## config.mk

```make
export PLATFORM = sky130hd
export DESIGN_NAME = spi_paged_slave
export DESIGN_NICKNAME = d
export VERILOG_FILES = /design/src/rtl/spi_pg_pkg.sv /design/src/rtl/spi_pg_sync.sv /design/src/rtl/spi_pg_page.sv /design/src/rtl/spi_pg_frame.sv /design/src/rtl/spi_paged_slave.sv
export SDC_FILE = /design/constraint.sdc
export NUM_CORES = 1
export LEC_CHECK = 0
export ABC_AREA = 1
export BUFFER_PORTS_ARGS = -buffer_cell sky130_fd_sc_hd__buf_2
export CAP_MARGIN = 15
export CORE_UTILIZATION = 54
export CTS_CLUSTER_DIAMETER = 50
export DETAILED_ROUTE_END_ITERATION = 12
export PLACE_DENSITY = 0.75
export SLEW_MARGIN = 0
export SYNTH_ARGS = -nofsm -noshare
export SYNTH_HDL_FRONTEND = slang
export SYNTH_SLANG_ARGS = --single-unit
```

## constraint.sdc

```tcl
create_clock -name clk -period 2.4 [get_ports clk]
set_input_delay 0.12 -clock clk [delete_from_list [all_inputs] [get_ports clk]]
set_output_delay 0.12 -clock clk [all_outputs]
set_load 0.005 [all_outputs]
```

## src/rtl/spi_pg_pkg.sv

```systemverilog
package spi_pg_pkg;
  localparam int ADDR_W  = 16;
  localparam int DATA_W  = 8;
  localparam int SHORT_W = 7;
  localparam int OFF_W   = ADDR_W - 1;
  localparam int PG_W    = ADDR_W - SHORT_W;
  localparam int HCNT_W  = $clog2(2 * DATA_W);

  typedef logic [OFF_W-1:0]  off_t;
  typedef logic [PG_W-1:0]   pg_t;
  typedef logic [DATA_W-1:0] byte_t;

  localparam byte_t TAG_LO = 8'h10;
  localparam byte_t TAG_HI = 8'h20;
  localparam off_t  WIN_SHORT_BASE = 15'h007C;
  localparam off_t  WIN_LONG_BASE  = 15'h7FFD;

  // Join page and offset into a bus address.
  function automatic logic [ADDR_W-1:0] join_addr(input logic two, input pg_t pg, input off_t off);
    return two ? {pg[PG_W-1], off} : {pg, off[SHORT_W-1:0]};
  endfunction

  // Advance an offset; short mode wraps inside the 7-bit page.
  function automatic off_t step_off(input logic two, input off_t off);
    off_t r;
    r = two ? off + 15'd1 : {8'd0, off[SHORT_W-1:0] + 7'd1};
    return r;
  endfunction

  function automatic logic is_window(input logic two, input off_t off);
    return two ? (off >= WIN_LONG_BASE) : (off[SHORT_W-1:2] == 5'b11111);
  endfunction

  function automatic off_t window_base(input logic two);
    return two ? WIN_LONG_BASE : WIN_SHORT_BASE;
  endfunction

  // Position inside the window, 0 for its first byte.
  function automatic logic [1:0] window_pos(input logic two, input logic [1:0] lo);
    return two ? lo - 2'd1 : lo;
  endfunction

  function automatic logic [1:0] window_last(input logic two);
    return two ? 2'd2 : 2'd3;
  endfunction

  function automatic logic is_tag_pos(input logic two, input logic [1:0] pos);
    return two ? (pos != 2'd0) : (pos[1] == 1'b1);
  endfunction

  function automatic byte_t tag_for(input logic two, input logic [1:0] pos);
    return (pos == window_last(two)) ? TAG_HI : TAG_LO;
  endfunction
endpackage

```

## src/rtl/spi_pg_sync.sv

```systemverilog
module spi_pg_sync
  import spi_pg_pkg::*;
#(
  parameter int SYNC_STAGES = 2
) (
  input  logic clk,
  input  logic rst_n,
  input  logic sample_fall,
  input  logic sclk,
  input  logic cs_n,
  input  logic sdi,
  output logic cs_act,
  output logic smp_edge,
  output logic shf_edge,
  output logic din
);
  // Each stage holds {sclk, cs_n, sdi}.
  logic [2:0] st [SYNC_STAGES];
  logic       sclk_prev;
  logic       rise, fall;

  always_ff @(posedge clk or negedge rst_n) begin
    if (!rst_n) begin
      for (int i = 0; i < SYNC_STAGES; i++) st[i] <= 3'b010;
      sclk_prev <= 1'b0;
    end else begin
      st[0] <= {sclk, cs_n, sdi};
      for (int i = 1; i < SYNC_STAGES; i++) st[i] <= st[i-1];
      sclk_prev <= st[SYNC_STAGES-1][2];
    end
  end

  assign rise     = st[SYNC_STAGES-1][2] & ~sclk_prev;
  assign fall     = ~st[SYNC_STAGES-1][2] & sclk_prev;
  assign cs_act   = ~st[SYNC_STAGES-1][1];
  assign din      = st[SYNC_STAGES-1][0];
  assign smp_edge = cs_act & (sample_fall ? fall : rise);
  assign shf_edge = cs_act & (sample_fall ? rise : fall);
endmodule

```

## src/rtl/spi_pg_page.sv

```systemverilog
module spi_pg_page
  import spi_pg_pkg::*;
(
  input  logic       clk,
  input  logic       rst_n,
  input  logic       two,
  input  logic [1:0] acc_lo,
  input  logic       hdr_done,
  input  logic       base_start,
  input  logic       win_wr,
  input  byte_t      wdata,
  output pg_t        pg,
  output byte_t      win_rdata
);
  pg_t        stg;
  logic       tags_ok, from_base;
  logic [1:0] pos;
  logic       tag_good, commit;

  assign pos      = window_pos(two, acc_lo);
  assign tag_good = !is_tag_pos(two, pos) || (wdata == tag_for(two, pos));
  assign commit   = win_wr && from_base && tags_ok && tag_good && (pos == window_last(two));

  always_comb begin
    if (two) begin
      win_rdata = (pos == 2'd0) ? {pg[PG_W-1], 7'd0} : tag_for(two, pos);
    end else begin
      case (pos)
        2'd0:    win_rdata = {pg[0], 7'd0};
        2'd1:    win_rdata = pg[PG_W-1:1];
        default: win_rdata = tag_for(two, pos);
      endcase
    end
  end

  always_ff @(posedge clk or negedge rst_n) begin
    if (!rst_n) begin
      stg       <= '0;
      pg        <= '0;
      tags_ok   <= 1'b0;
      from_base <= 1'b0;
    end else begin
      if (hdr_done) begin
        tags_ok   <= 1'b1;
        from_base <= base_start;
      end else if (win_wr) begin
        if (!tag_good) tags_ok <= 1'b0;
        if (pos == 2'd0) begin
          if (two) stg[PG_W-1] <= wdata[7];
          else     stg[0]      <= wdata[7];
        end
        if (!two && pos == 2'd1) stg[PG_W-1:1] <= wdata;
      end
      if (commit) pg <= two ? {stg[PG_W-1], pg[PG_W-2:0]} : stg;
    end
  end

  // The page only moves right after a window byte was written.
  assert_page_src_R4: assert property (@(posedge clk) disable iff (!rst_n)
    !$stable(pg) |-> $past(win_wr));
endmodule

```

## src/rtl/spi_pg_frame.sv

```systemverilog
module spi_pg_frame
  import spi_pg_pkg::*;
(
  input  logic              clk,
  input  logic              rst_n,
  input  logic              two,
  input  logic              cs_act,
  input  logic              smp_edge,
  input  logic              shf_edge,
  input  logic              din,
  input  pg_t               pg,
  input  byte_t             win_rdata,
  input  byte_t             bus_rdata,
  output logic [1:0]        acc_lo,
  output logic              hdr_done,
  output logic              base_start,
  output logic              win_wr,
  output logic [ADDR_W-1:0] bus_addr,
  output logic              bus_wr,
  output logic              bus_rd,
  output byte_t             bus_wdata,
  output logic              out_bit,
  output logic              out_en
);
  logic [HCNT_W-1:0] hcnt, hlast;
  logic              in_data, is_read;
  logic [2:0]        dcnt;
  logic [14:0]       rx_sr;
  off_t              ptr, acc_off, new_off;
  byte_t             tx_byte, rd_byte;
  logic [15:0]       hdr_val;
  logic              byte_done, new_rw, rd_now, access, acc_win, load;

  assign hlast     = two ? HCNT_W'(15) : HCNT_W'(7);
  assign hdr_val   = {rx_sr, din};
  assign hdr_done  = smp_edge && !in_data && (hcnt == hlast);
  assign byte_done = smp_edge && in_data && (dcnt == 3'd7);
  assign new_rw    = two ? hdr_val[15] : hdr_val[7];
  assign new_off   = two ? hdr_val[14:0] : {8'd0, hdr_val[6:0]};
  assign rd_now    = hdr_done ? new_rw : is_read;
  assign acc_off   = hdr_done ? new_off : (is_read ? step_off(two, ptr) : ptr);
  assign acc_lo    = acc_off[1:0];
  assign access    = (hdr_done && new_rw) || byte_done;
  assign acc_win   = is_window(two, acc_off);
  assign load      = access && rd_now;
  assign bus_rd    = load && !acc_win;
  assign bus_wr    = byte_done && !is_read && !acc_win;
  assign win_wr    = byte_done && !is_read && acc_win;
  assign rd_byte   = acc_win ? win_rdata : bus_rdata;
  assign base_start = (new_off == window_base(two));
  assign bus_addr  = join_addr(two, pg, acc_off);
  assign bus_wdata = hdr_val[7:0];
  assign out_en    = in_data && is_read;

  always_ff @(posedge clk or negedge rst_n) begin
    if (!rst_n) begin
      hcnt    <= '0;
      in_data <= 1'b0;
      is_read <= 1'b0;
      dcnt    <= '0;
      rx_sr   <= '0;
      ptr     <= '0;
      tx_byte <= '0;
      out_bit <= 1'b0;
    end else if (!cs_act) begin
      hcnt    <= '0;
      in_data <= 1'b0;
      is_read <= 1'b0;
      dcnt    <= '0;
    end else begin
      if (smp_edge) begin
        rx_sr <= hdr_val[14:0];
        if (!in_data) begin
          if (hdr_done) begin
            in_data <= 1'b1;
            is_read <= new_rw;
            ptr     <= new_off;
          end else begin
            hcnt <= hcnt + 1'b1;
          end
        end else begin
          dcnt <= dcnt + 3'd1;
          if (byte_done) ptr <= step_off(two, ptr);
        end
      end
      if (load) begin
        tx_byte <= rd_byte;
        out_bit <= rd_byte[7];
      end else if (shf_edge && in_data && is_read) begin
        out_bit <= tx_byte[~dcnt];
      end
    end
  end

  assert_wr_in_frame_R11: assert property (@(posedge clk) disable iff (!rst_n)
    bus_wr |-> cs_act);
  assert_rd_in_frame_R11: assert property (@(posedge clk) disable iff (!rst_n)
    bus_rd |-> cs_act);
  assert_bus_excl_R12: assert property (@(posedge clk) disable iff (!rst_n)
    !(bus_wr && bus_rd));
endmodule

```

## src/rtl/spi_paged_slave.sv

```systemverilog
module spi_paged_slave
  import spi_pg_pkg::*;
#(
  parameter int SYNC_STAGES = 2
) (
  input  logic        clk,
  input  logic        rst_n,
  input  logic        cfg_two_byte,
  input  logic        cfg_sample_fall,
  input  logic        cfg_three_wire,
  input  logic        spi_sclk,
  input  logic        spi_cs_n,
  input  logic        spi_sdio_in,
  output logic        spi_sdio_out,
  output logic        spi_sdio_oe,
  output logic        spi_sdo,
  output logic        spi_sdo_oe,
  output logic [15:0] bus_addr,
  output logic        bus_wr,
  output logic        bus_rd,
  output logic [7:0]  bus_wdata,
  input  logic [7:0]  bus_rdata
);
  logic       cs_act, smp_edge, shf_edge, din;
  logic [1:0] acc_lo;
  logic       hdr_done, base_start, win_wr, out_bit, out_en;
  pg_t        pg;
  byte_t      win_rdata;

  spi_pg_sync #(.SYNC_STAGES(SYNC_STAGES)) u_sync (
    .clk(clk), .rst_n(rst_n), .sample_fall(cfg_sample_fall),
    .sclk(spi_sclk), .cs_n(spi_cs_n), .sdi(spi_sdio_in),
    .cs_act(cs_act), .smp_edge(smp_edge), .shf_edge(shf_edge), .din(din)
  );

  spi_pg_frame u_frame (
    .clk(clk), .rst_n(rst_n), .two(cfg_two_byte), .cs_act(cs_act),
    .smp_edge(smp_edge), .shf_edge(shf_edge), .din(din), .pg(pg),
    .win_rdata(win_rdata), .bus_rdata(bus_rdata), .acc_lo(acc_lo),
    .hdr_done(hdr_done), .base_start(base_start), .win_wr(win_wr),
    .bus_addr(bus_addr), .bus_wr(bus_wr), .bus_rd(bus_rd),
    .bus_wdata(bus_wdata), .out_bit(out_bit), .out_en(out_en)
  );

  spi_pg_page u_page (
    .clk(clk), .rst_n(rst_n), .two(cfg_two_byte), .acc_lo(acc_lo),
    .hdr_done(hdr_done), .base_start(base_start), .win_wr(win_wr),
    .wdata(bus_wdata), .pg(pg), .win_rdata(win_rdata)
  );

  assign spi_sdio_out = out_bit;
  assign spi_sdo      = out_bit;
  assign spi_sdio_oe  = out_en & cfg_three_wire;
  assign spi_sdo_oe   = out_en & ~cfg_three_wire;

  assert_release_R11: assert property (@(posedge clk) disable iff (!rst_n)
    !cs_act |=> !(spi_sdo_oe || spi_sdio_oe));
  assert_pin_excl_R10: assert property (@(posedge clk) disable iff (!rst_n)
    !(spi_sdo_oe && spi_sdio_oe));
endmodule

```

==> Yosys cells after proc, flatten, opt, wreduce, memory -nomap -nowiden <==
Cells that the tools add are included.
{ "classes": {"reduce_logical": 46, "n_eq_ne": 11, "mux": 47, "bitwise_logic": 13, "magnitude_cmp": 2, "n_addsub": 5} }
{ "ops": {"columns": ["operator", "n"], "rows": [
  ["2-to-1 mux 15 bit", 9],
  ["2-to-1 mux 8 bit", 4],
  ["2-to-1 mux 1 bit", 22],
  ["2-to-1 mux 4 bit", 5],
  ["logical AND 1 bit", 18],
  ["one-hot mux 8 bit (2 select lines)", 1],
  ["nonzero test 2 bit", 8],
  ["adder 15 x 1 -> 15 bit, second input constant", 1],
  ["== test 15 bit", 1],
  ["greater-or-equal comparator 15 bit, second input constant", 1],
  ["AND reduction 2 bit", 7],
  ["AND reduction 4 bit", 3],
  ["2-to-1 mux 3 bit", 3],
  ["== test 8 bit", 1],
  ["inequality test 2 bit, second input constant", 4],
  ["adder 7 x 1 -> 7 bit, second input constant", 1],
  ["bitwise AND 1 bit", 6],
  ["2-to-1 mux 6 bit", 1],
  ["inverter 1 bit", 6],
  ["AND reduction 3 bit", 2],
  ["== test 5 bit, second input constant", 1],
  ["logical NOT 1 bit", 5],
  ["adder 4 x 1 -> 4 bit, second input constant", 1],
  ["== test 4 bit", 1],
  ["other kinds (11)", 12]
]} }
{ "totals": {"output_inout_bits": 30, "elab_cells": 142, "inputBits": 16, "ff_bits": 75} }

==> Logic depth before layout (Yosys ltp) <==
{ "depth": {"ltp_word": 16, "mapped_depth": 20, "ltp_nobuf": 19} }

==> By module <==
From an unflattened synthesis, not the netlist that was laid out.
{ "hier_totals": {"cells_unflattened": 670, "hier_area_um2": 4743.3} }
{ "by_module_without_submodules": {"columns": ["mod", "seq_area_each_um2", "cells_per_inst", "area_each_um2", "instances"], "rows": [
  ["spi_pg_frame", 1201.2, 516, 3474.6, 1],
  ["spi_pg_page", 500.5, 128, 1011.0, 1],
  ["spi_pg_sync", 177.7, 21, 232.7, 1],
  ["spi_paged_slave", 0.0, 5, 25.0, 1]
]} }

==> Least setup slack after synthesis <==
Ideal clock, no wire load.
{ "synth_timing": {"path_kind": "flip-flop to flip-flop", "from": "register u_frame.hcnt[0]", "to": "register u_page.pg[0]", "path_buffers": 1, "period_less_slack_ps": 2608, "slack_ps": -208, "required_ps": 2282, "stages_incl_launch_ff": 19, "arrival_time_ps": 2489, "setup_ps": 118, "cell_sequence": "dfrtp_1 -> ha_1 -> nand2_1 -> inv_2 -> nand3_1 -> nor2_2 -> buf_6 -> nand2_2 -> nand2_1 -> inv_2 -> ha_1 -> inv_1 -> nand2_1 -> nand2_1 -> o21ai_0 -> a21oi_4 -> nand4_2 -> nand2_1 -> nand2_1"} }
{ "synth_between": {"elab_chain_len": 12, "elab_cells_between_ends": 21, "classes_between": "1 x add/sub; 1 x order compare; 4 x eq/ne; 5 x mux; 10 x reduce/logical"} }
{ "synth_lines": {"columns": ["element", "line", "text"], "rows": [
  ["start, declared", "spi_pg_frame.sv:25", "logic [HCNT_W-1:0] hcnt, hlast;"],
  ["start signal, assigned", "spi_pg_frame.sv:79", "hcnt <= hcnt + 1'b1;"],
  ["== test 4 bit (*)", "spi_pg_frame.sv:36", "assign hdr_done = smp_edge && !in_data && (hcnt == hlast);"],
  ["logical AND 1 bit (*)", "spi_pg_frame.sv:36", null],
  ["2-to-1 mux 15 bit (*)", "spi_pg_frame.sv:41", "assign acc_off = hdr_done ? new_off : (is_read ? step_off(two, ptr) : ptr);"],
  ["subtractor 2 x 1 -> 2 bit", "spi_pg_pkg.sv:40", "return two ? lo - 2'd1 : lo;"],
  ["2-to-1 mux 2 bit", "spi_pg_pkg.sv:40", null],
  ["== test 2 bit / nonzero test 2 bit (equally long branches)", "spi_pg_pkg.sv:52, spi_pg_page.sv:22, spi_pg_pkg.sv:48", null],
  ["2-to-1 mux 6 bit / 2-to-1 mux 1 bit (equally long branches)", "spi_pg_pkg.sv:52, spi_pg_pkg.sv:48", null],
  ["== test 8 bit / logical NOT 1 bit (equally long branches)", "spi_pg_page.sv:21", "assign tag_good = !is_tag_pos(two, pos) || (wdata == tag_for(two, pos));"],
  ["logical OR 1 bit", "spi_pg_page.sv:21", null],
  ["logical AND 1 bit", "spi_pg_page.sv:22", "assign commit = win_wr && from_base && tags_ok && tag_good && (pos == window_last(two));"],
  ["logical AND 1 bit (*)", "spi_pg_page.sv:22", null],
  ["AND reduction 2 bit (no line) (*)", null, null],
  ["end signal, assigned", "spi_pg_page.sv:54", "if (commit) pg <= two ? {stg[PG_W-1], pg[PG_W-2:0]} : stg;"],
  ["end, declared", "spi_pg_page.sv:12", "output pg_t pg,"]
]} }
Every way passes the cells marked *; elsewhere a longest branch is shown, timed or not.
A chain may end at the register's enable or synchronous reset.

==> Worst setup path in the final report <==
{ "layout_timing": {"from": "register u_frame.hcnt[1]", "to": "output port bus_rd"} }
{ "layout_between": {"elab_chain_len": 7, "elab_cells_between_ends": 12, "classes_between": "1 x order compare; 2 x eq/ne; 3 x mux; 6 x reduce/logical"} }
{ "layout_lines": {"columns": ["element", "line", "text"], "rows": [
  ["== test 4 bit (*)", "spi_pg_frame.sv:36", null],
  ["logical AND 1 bit (*)", "spi_pg_frame.sv:36", null],
  ["2-to-1 mux 15 bit", "spi_pg_frame.sv:41", null],
  ["greater-or-equal comparator 15 bit / == test 5 bit (equally long branches)", "spi_pg_pkg.sv:31", "return two ? (off >= WIN_LONG_BASE) : (off[SHORT_W-1:2] == 5'b11111);"],
  ["2-to-1 mux 1 bit", "spi_pg_pkg.sv:31", null],
  ["logical NOT 1 bit", "spi_pg_frame.sv:46", "assign bus_rd = load && !acc_win;"],
  ["logical AND 1 bit (*)", "spi_pg_frame.sv:46", null],
  ["end, declared", "spi_paged_slave.sv:20", "output logic bus_rd,"]
]} }
Marked as above.

==> report_table.html <==
<table>
<tr><th>Metric</th><th>Value</th></tr>
<tr><th colspan="2">STA</th></tr>
<tr><td>Fin worst setup slack</td><td>-0.3092 ns</td></tr>
<tr><td>Final number of max-transition violations</td><td>0</td></tr>
<tr><td>Hold_ws</td><td>0.01090 ns</td></tr>
<tr><td>Actual slew at the worst max-slew pin</td><td>0.9470 ns</td></tr>
<tr><td>Final Cycle Share</td><td>1.129</td></tr>
<tr><td>Shortest period the worst path allows</td><td>around 2.7 ns</td></tr>
<tr><td>RSZ-0062 raised after global routing</td><td>true</td></tr>
<tr><td>Final clock skew</td><td>0.01445 ns</td></tr>
<tr><td>Slew Limit Headroom</td><td>0.3687</td></tr>
<tr><td>Maximum frequency from static timing analysis</td><td>0.3691 GHz</td></tr>
<tr><td>Number of hold violations in the final report</td><td>0</td></tr>
<tr><td>Final setup violating endpoints</td><td>33</td></tr>
<tr><th colspan="2">Worst setup path</th></tr>
<tr><td>Crit Path Category</td><td>reg -&gt; out</td></tr>
<tr><td>Cell Chain, Critical Path</td><td>ha_2 &gt; nand2_2 &gt; inv_2 &gt; nand3_2 &gt; nor2_4 &gt; buf_12 &gt; buf_12 &gt; nor2_1 &gt; a21oi_2 &gt; nand3_1 &gt; nor2_2 &gt; nand3_4 &gt; nand2_4 &gt; buf_6 &gt; nor2_2 &gt; buf_2</td></tr>
<tr><td>Biggest cell delay along the critical path</td><td>about 0.38 ns</td></tr>
<tr><td>Slowest cell on the critical path</td><td>dfrtp_1</td></tr>
<tr><td>Category of the worst setup path capture point</td><td>output pin</td></tr>
<tr><td>CP Data Required Time</td><td>approximately 2.3 ns</td></tr>
<tr><td>WP data arrival</td><td>2.59 ns</td></tr>
<tr><td>Max FO, Critical Path</td><td>11</td></tr>
<tr><td>CP Launch Type</td><td>flip-flop</td></tr>
<tr><th colspan="2">Logic synthesis</th></tr>
<tr><td>Distinct cell type count after synthesis</td><td>45</td></tr>
<tr><td>Number of flops mapped to enable cells by yosys</td><td>0</td></tr>
<tr><td>Prevailing post-synth register cell</td><td>dfrtp_1</td></tr>
<tr><td>Number of warnings reported in the yosys synthesis log</td><td>0</td></tr>
<tr><td>Share of the synthesized area in the top cell type</td><td>0.3967</td></tr>
<tr><td>Synthesized Nets</td><td>roughly 650</td></tr>
<tr><td>Sequential fraction of the synthesis area</td><td>0.4082</td></tr>
<tr><td>Most area-consuming cells after synthesis</td><td>dfrtp_1 40%, nand2_1 14%, nand3_1 5.4%, o21ai_0 5.1%, nor2_1 4.8%</td></tr>
<tr><td>Post-synth top area cell</td><td>dfrtp_1</td></tr>
<tr><td>Post-Syn Instances</td><td>627</td></tr>
<tr><td>Async set or reset register ratio after synthesis</td><td>1.000</td></tr>
<tr><td>Mean cell area of the mapped netlist</td><td>7.344 sq um</td></tr>
<tr><td>Combined area of all synthesized cells</td><td>4604 sq um</td></tr>
<tr><td>Seq cells post-synth</td><td>75</td></tr>
<tr><th colspan="2">Die</th></tr>
<tr><td>Die Outline Area</td><td>approximately 8900 sq um</td></tr>
<tr><td>Die Span X</td><td>approximately 94 microns</td></tr>
<tr><td>Site row count</td><td>33</td></tr>
<tr><td>Height of the die</td><td>94.34 microns</td></tr>
<tr><td>Initial Util</td><td>0.5604</td></tr>
<tr><td># IOs</td><td>46</td></tr>
<tr><td>Standard cell core area</td><td>around 8200 sq um</td></tr>
<tr><th colspan="2">Final layout</th></tr>
<tr><td>Number of nets in the finished design</td><td>759</td></tr>
<tr><td>Fraction of layout cells with a size suffix above 1</td><td>0.3244</td></tr>
<tr><td>Fillcell total</td><td>approximately 630</td></tr>
<tr><td>Antenna fix cells</td><td>0</td></tr>
<tr><td>Final standard cell count with taps included and fillers excluded</td><td>~850</td></tr>
<tr><td>Synth-to-layout area growth</td><td>30.63%</td></tr>
<tr><td>Summed area of non-filler cells in the final layout</td><td>6015 sq um</td></tr>
<tr><th colspan="2">Placement</th></tr>
<tr><td>Post-detailed-placement cell area</td><td>5345 sq um</td></tr>
<tr><td>Dpl hpwl</td><td>9.864 mm</td></tr>
<tr><td>Cell count after placement</td><td>803</td></tr>
<tr><td>Global placement routability congestion</td><td>just under 0.9</td></tr>
<tr><td>Quantity of I/O buffers inserted on ports</td><td>45</td></tr>
<tr><td>Pre-CTS setup slack</td><td>-0.1416 ns</td></tr>
<tr><th colspan="2">Clock network</th></tr>
<tr><td>TritonCTS clock tree</td><td>built</td></tr>
<tr><td>Clock sinks</td><td>75</td></tr>
<tr><td>Latest clock arrival within the worst-skew pair</td><td>0.37 ns</td></tr>
<tr><td>Number of buffers added by the clock tree synthesis step</td><td>9</td></tr>
<tr><td>H-Tree Depth</td><td>3</td></tr>
<tr><td>Maximum clock path buffer count</td><td>2</td></tr>
<tr><td>Cell chosen for the clock root</td><td>clkbuf_8</td></tr>
<tr><td>Clock input transition at the sequential cells of the worst setup and hold paths</td><td>~0.10 ns</td></tr>
<tr><th colspan="2">Route</th></tr>
<tr><td>Wire per inst</td><td>16.84 microns</td></tr>
<tr><td>Via density</td><td>5.675</td></tr>
<tr><td>DRC violation count after routing</td><td>0</td></tr>
<tr><td>Number of nets with antenna violations after routing</td><td>0</td></tr>
<tr><td>Detailed Route Iter0 Violations</td><td>352</td></tr>
<tr><td>Routed wire length</td><td>14.28 mm</td></tr>
<tr><td>Number of detailed-routing iterations run before antenna repair</td><td>5</td></tr>
<tr><td>Total number of vias</td><td>4812</td></tr>
<tr><th colspan="2">Global routing</th></tr>
<tr><td>GRT Overall Usage</td><td>0.3349</td></tr>
<tr><td>Maximum number of pins on one net before global-route repair</td><td>76</td></tr>
<tr><td>Wire length of the first global-routing pass</td><td>22.43 mm</td></tr>
<tr><td>Antenna violations before repair</td><td>0</td></tr>
<tr><td>Remaining global-route overflow</td><td>0</td></tr>
<tr><td>Number of global-route vias before repair</td><td>4609</td></tr>
<tr><th colspan="2">Power</th></tr>
<tr><td>Leakage Power</td><td>3.069 nW</td></tr>
<tr><td>Pwr Total</td><td>roughly 3.0 mW</td></tr>
<tr><td>Max VDD drop</td><td>0.4759 mV</td></tr>
<tr><td>Power density over the cells</td><td>504.1 nW/um^2</td></tr>
<tr><th colspan="2">Status</th></tr>
<tr><td>Result of the run</td><td>complete, but fails checks</td></tr>
<tr><td>Violations in the final reports</td><td>negative setup slack</td></tr>
<tr><th colspan="2">Run</th></tr>
<tr><td>Reported max-cap violation count</td><td>0</td></tr>
<tr><th colspan="2">Hold path</th></tr>
<tr><td>Class of the tightest hold or removal check</td><td>in -&gt; reg</td></tr>
</table>
==> routing by layer <==
| layer | track usage | up-vias | share of wire |
|---|---|---|---|
| met2 | 0.5072 | 200 | 0.46 |
| met3 | 0.07890 | 39 | 0.075 |
| met5 | 0 | - | 0 |
| met1 | 0.4469 | 2276 | 0.43 |
| met4 | 0.1718 | 0 | 0.037 |
| li1 | - | 2297 | - |
==> cells in the final DEF, fill, tap and decap left out, drive strengths merged <==
cell / count
nand2: 181
buf: 129
dfrtp: 73
inv: 67
nor2: 65
o21ai: 60
nand3: 55
nand4: 27
a21oi: 22
clkbuf: 9
o211ai: 8
a31oi: 8
mux2: 5
ha: 5
dlygate4sd3: 4
o22ai: 3
nand3b: 3
nor3: 2
o221ai: 2
dfstp: 2
clkinv: 2
xor2: 2
xnor2: 1
o21bai: 1
a21o: 1
o41ai: 1
o21a: 1
or2: 1
o32ai: 1
nor4: 1
a32o: 1
==> registers in the layout, summed over array words and instances, names as in the netlist <==
signal and flops:
u_sync.st 5, u_page.pg 9, u_sync.din 1, u_frame.dcnt 3, u_frame.is_read 1, u_frame.hcnt 4, u_frame.in_data 1, u_frame.out_bit 1
u_page.stg 9, u_page.from_base 1, u_frame.rx_sr 15, u_sync.sclk_prev 1, u_frame.tx_byte 8, u_page.tags_ok 1, u_frame.ptr 15
==> path summary, 6_finish.rpt <==
path | from | end | slack [ns] | depth (start not counted)
min in group asynchronous | rst_n | u_frame.ptr[4] | 0.42 | 2
worst max-delay path | u_frame.hcnt[1] | bus_rd | -0.31 | 16
worst min-delay path | bus_rdata[1] | u_frame.tx_byte[1] | 0.01 | 3
worst min register to register | u_sync.st[3] | u_sync.din | 0.36 | 0
max in group asynchronous | rst_n | u_page.pg[5] | 1.35 | 2
worst max register to register | u_frame.hcnt[1] | u_frame.tx_byte[5] | -0.28 | 20
==> cells in the mapped netlist, types with 6 or more instances <==
cell type,number
o211ai_1,8
nor2_2,6
a21oi_1,20
o21ai_0,47
inv_2,6
nor2_1,59
buf_4,12
inv_1,55
clkbuf_1,13
nand2_2,7
dfrtp_1,73
nand4_1,26
nand3_1,50
o21ai_1,6
a31oi_1,8
o21ai_2,7
nand2_1,172
==> timing repair <==
item                       4_1_cts  5_1_grt
gates cloned                     2        0
gates resized for setup         37       30
hold endpoints to repair        76        0
pin swaps                       29       19
hold buffers                     4        0
setup endpoints to repair       28       36
buffers inserted                18        7
==> cell type report <==
type | count | area, sq um | share of cell area
multi-input cells | 457 | 2589 | 0.4304
repair buffers | 133 | 989.7 | 0.1646
flip-flops and latches | 75 | 1879 | 0.3125
well taps | 105 | 131.4 | 0.02184
clock inverters | 7 | 66.31 | 0.01103
clock buffers | 9 | 123.9 | 0.02059
inverters | 62 | 235.2 | 0.03911
==> power by group <==
group | switching, mW | total, mW | internal, mW
logic | 0.378 | 0.624 | 0.246
registers | 0.0804 | 1.42 | 1.34
clock network | 0.579 | 0.986 | 0.407
==> worst max-delay path, delay by kind of cell (launching register included) <==
| kind | cells | cell delay, ns |
|---|---|---|
| flip-flops | 1 | 0.38 |
| adder cells (fa/ha/maj) | 1 | 0.22 |
| buffers and inverters | 5 | 0.59 |
| AND/OR/NAND/NOR | 9 | 0.84 |
| AO/OA/AOI/OAI | 1 | 0.20 |
==> through the flow <==
stage,setup TNS [ns],util
floorplan,-0.2686,-
finish,-7.158,0.7320
detailed placement,-2.055,0.6505
global route,-11.99,0.7320
CTS,-4.012,0.7159
global placement,-0.9701,0.6505
==> logic make-up (layout without fill, tap and decap cells) <==
group	after synthesis	count (layout)	synth area share
and+or+nand+nor	333	335	0.3245
AOI/OAI and AO/OA	109	109	0.1408
buffers and inverters	97	211	0.09511
DFF	75	75	0.4082
adders and majority gates	5	5	0.01359
muxes	5	5	0.01223
xor gates and xnor gates	3	3	0.005708
Note: power is estimated with default switching activity, not from simulation.
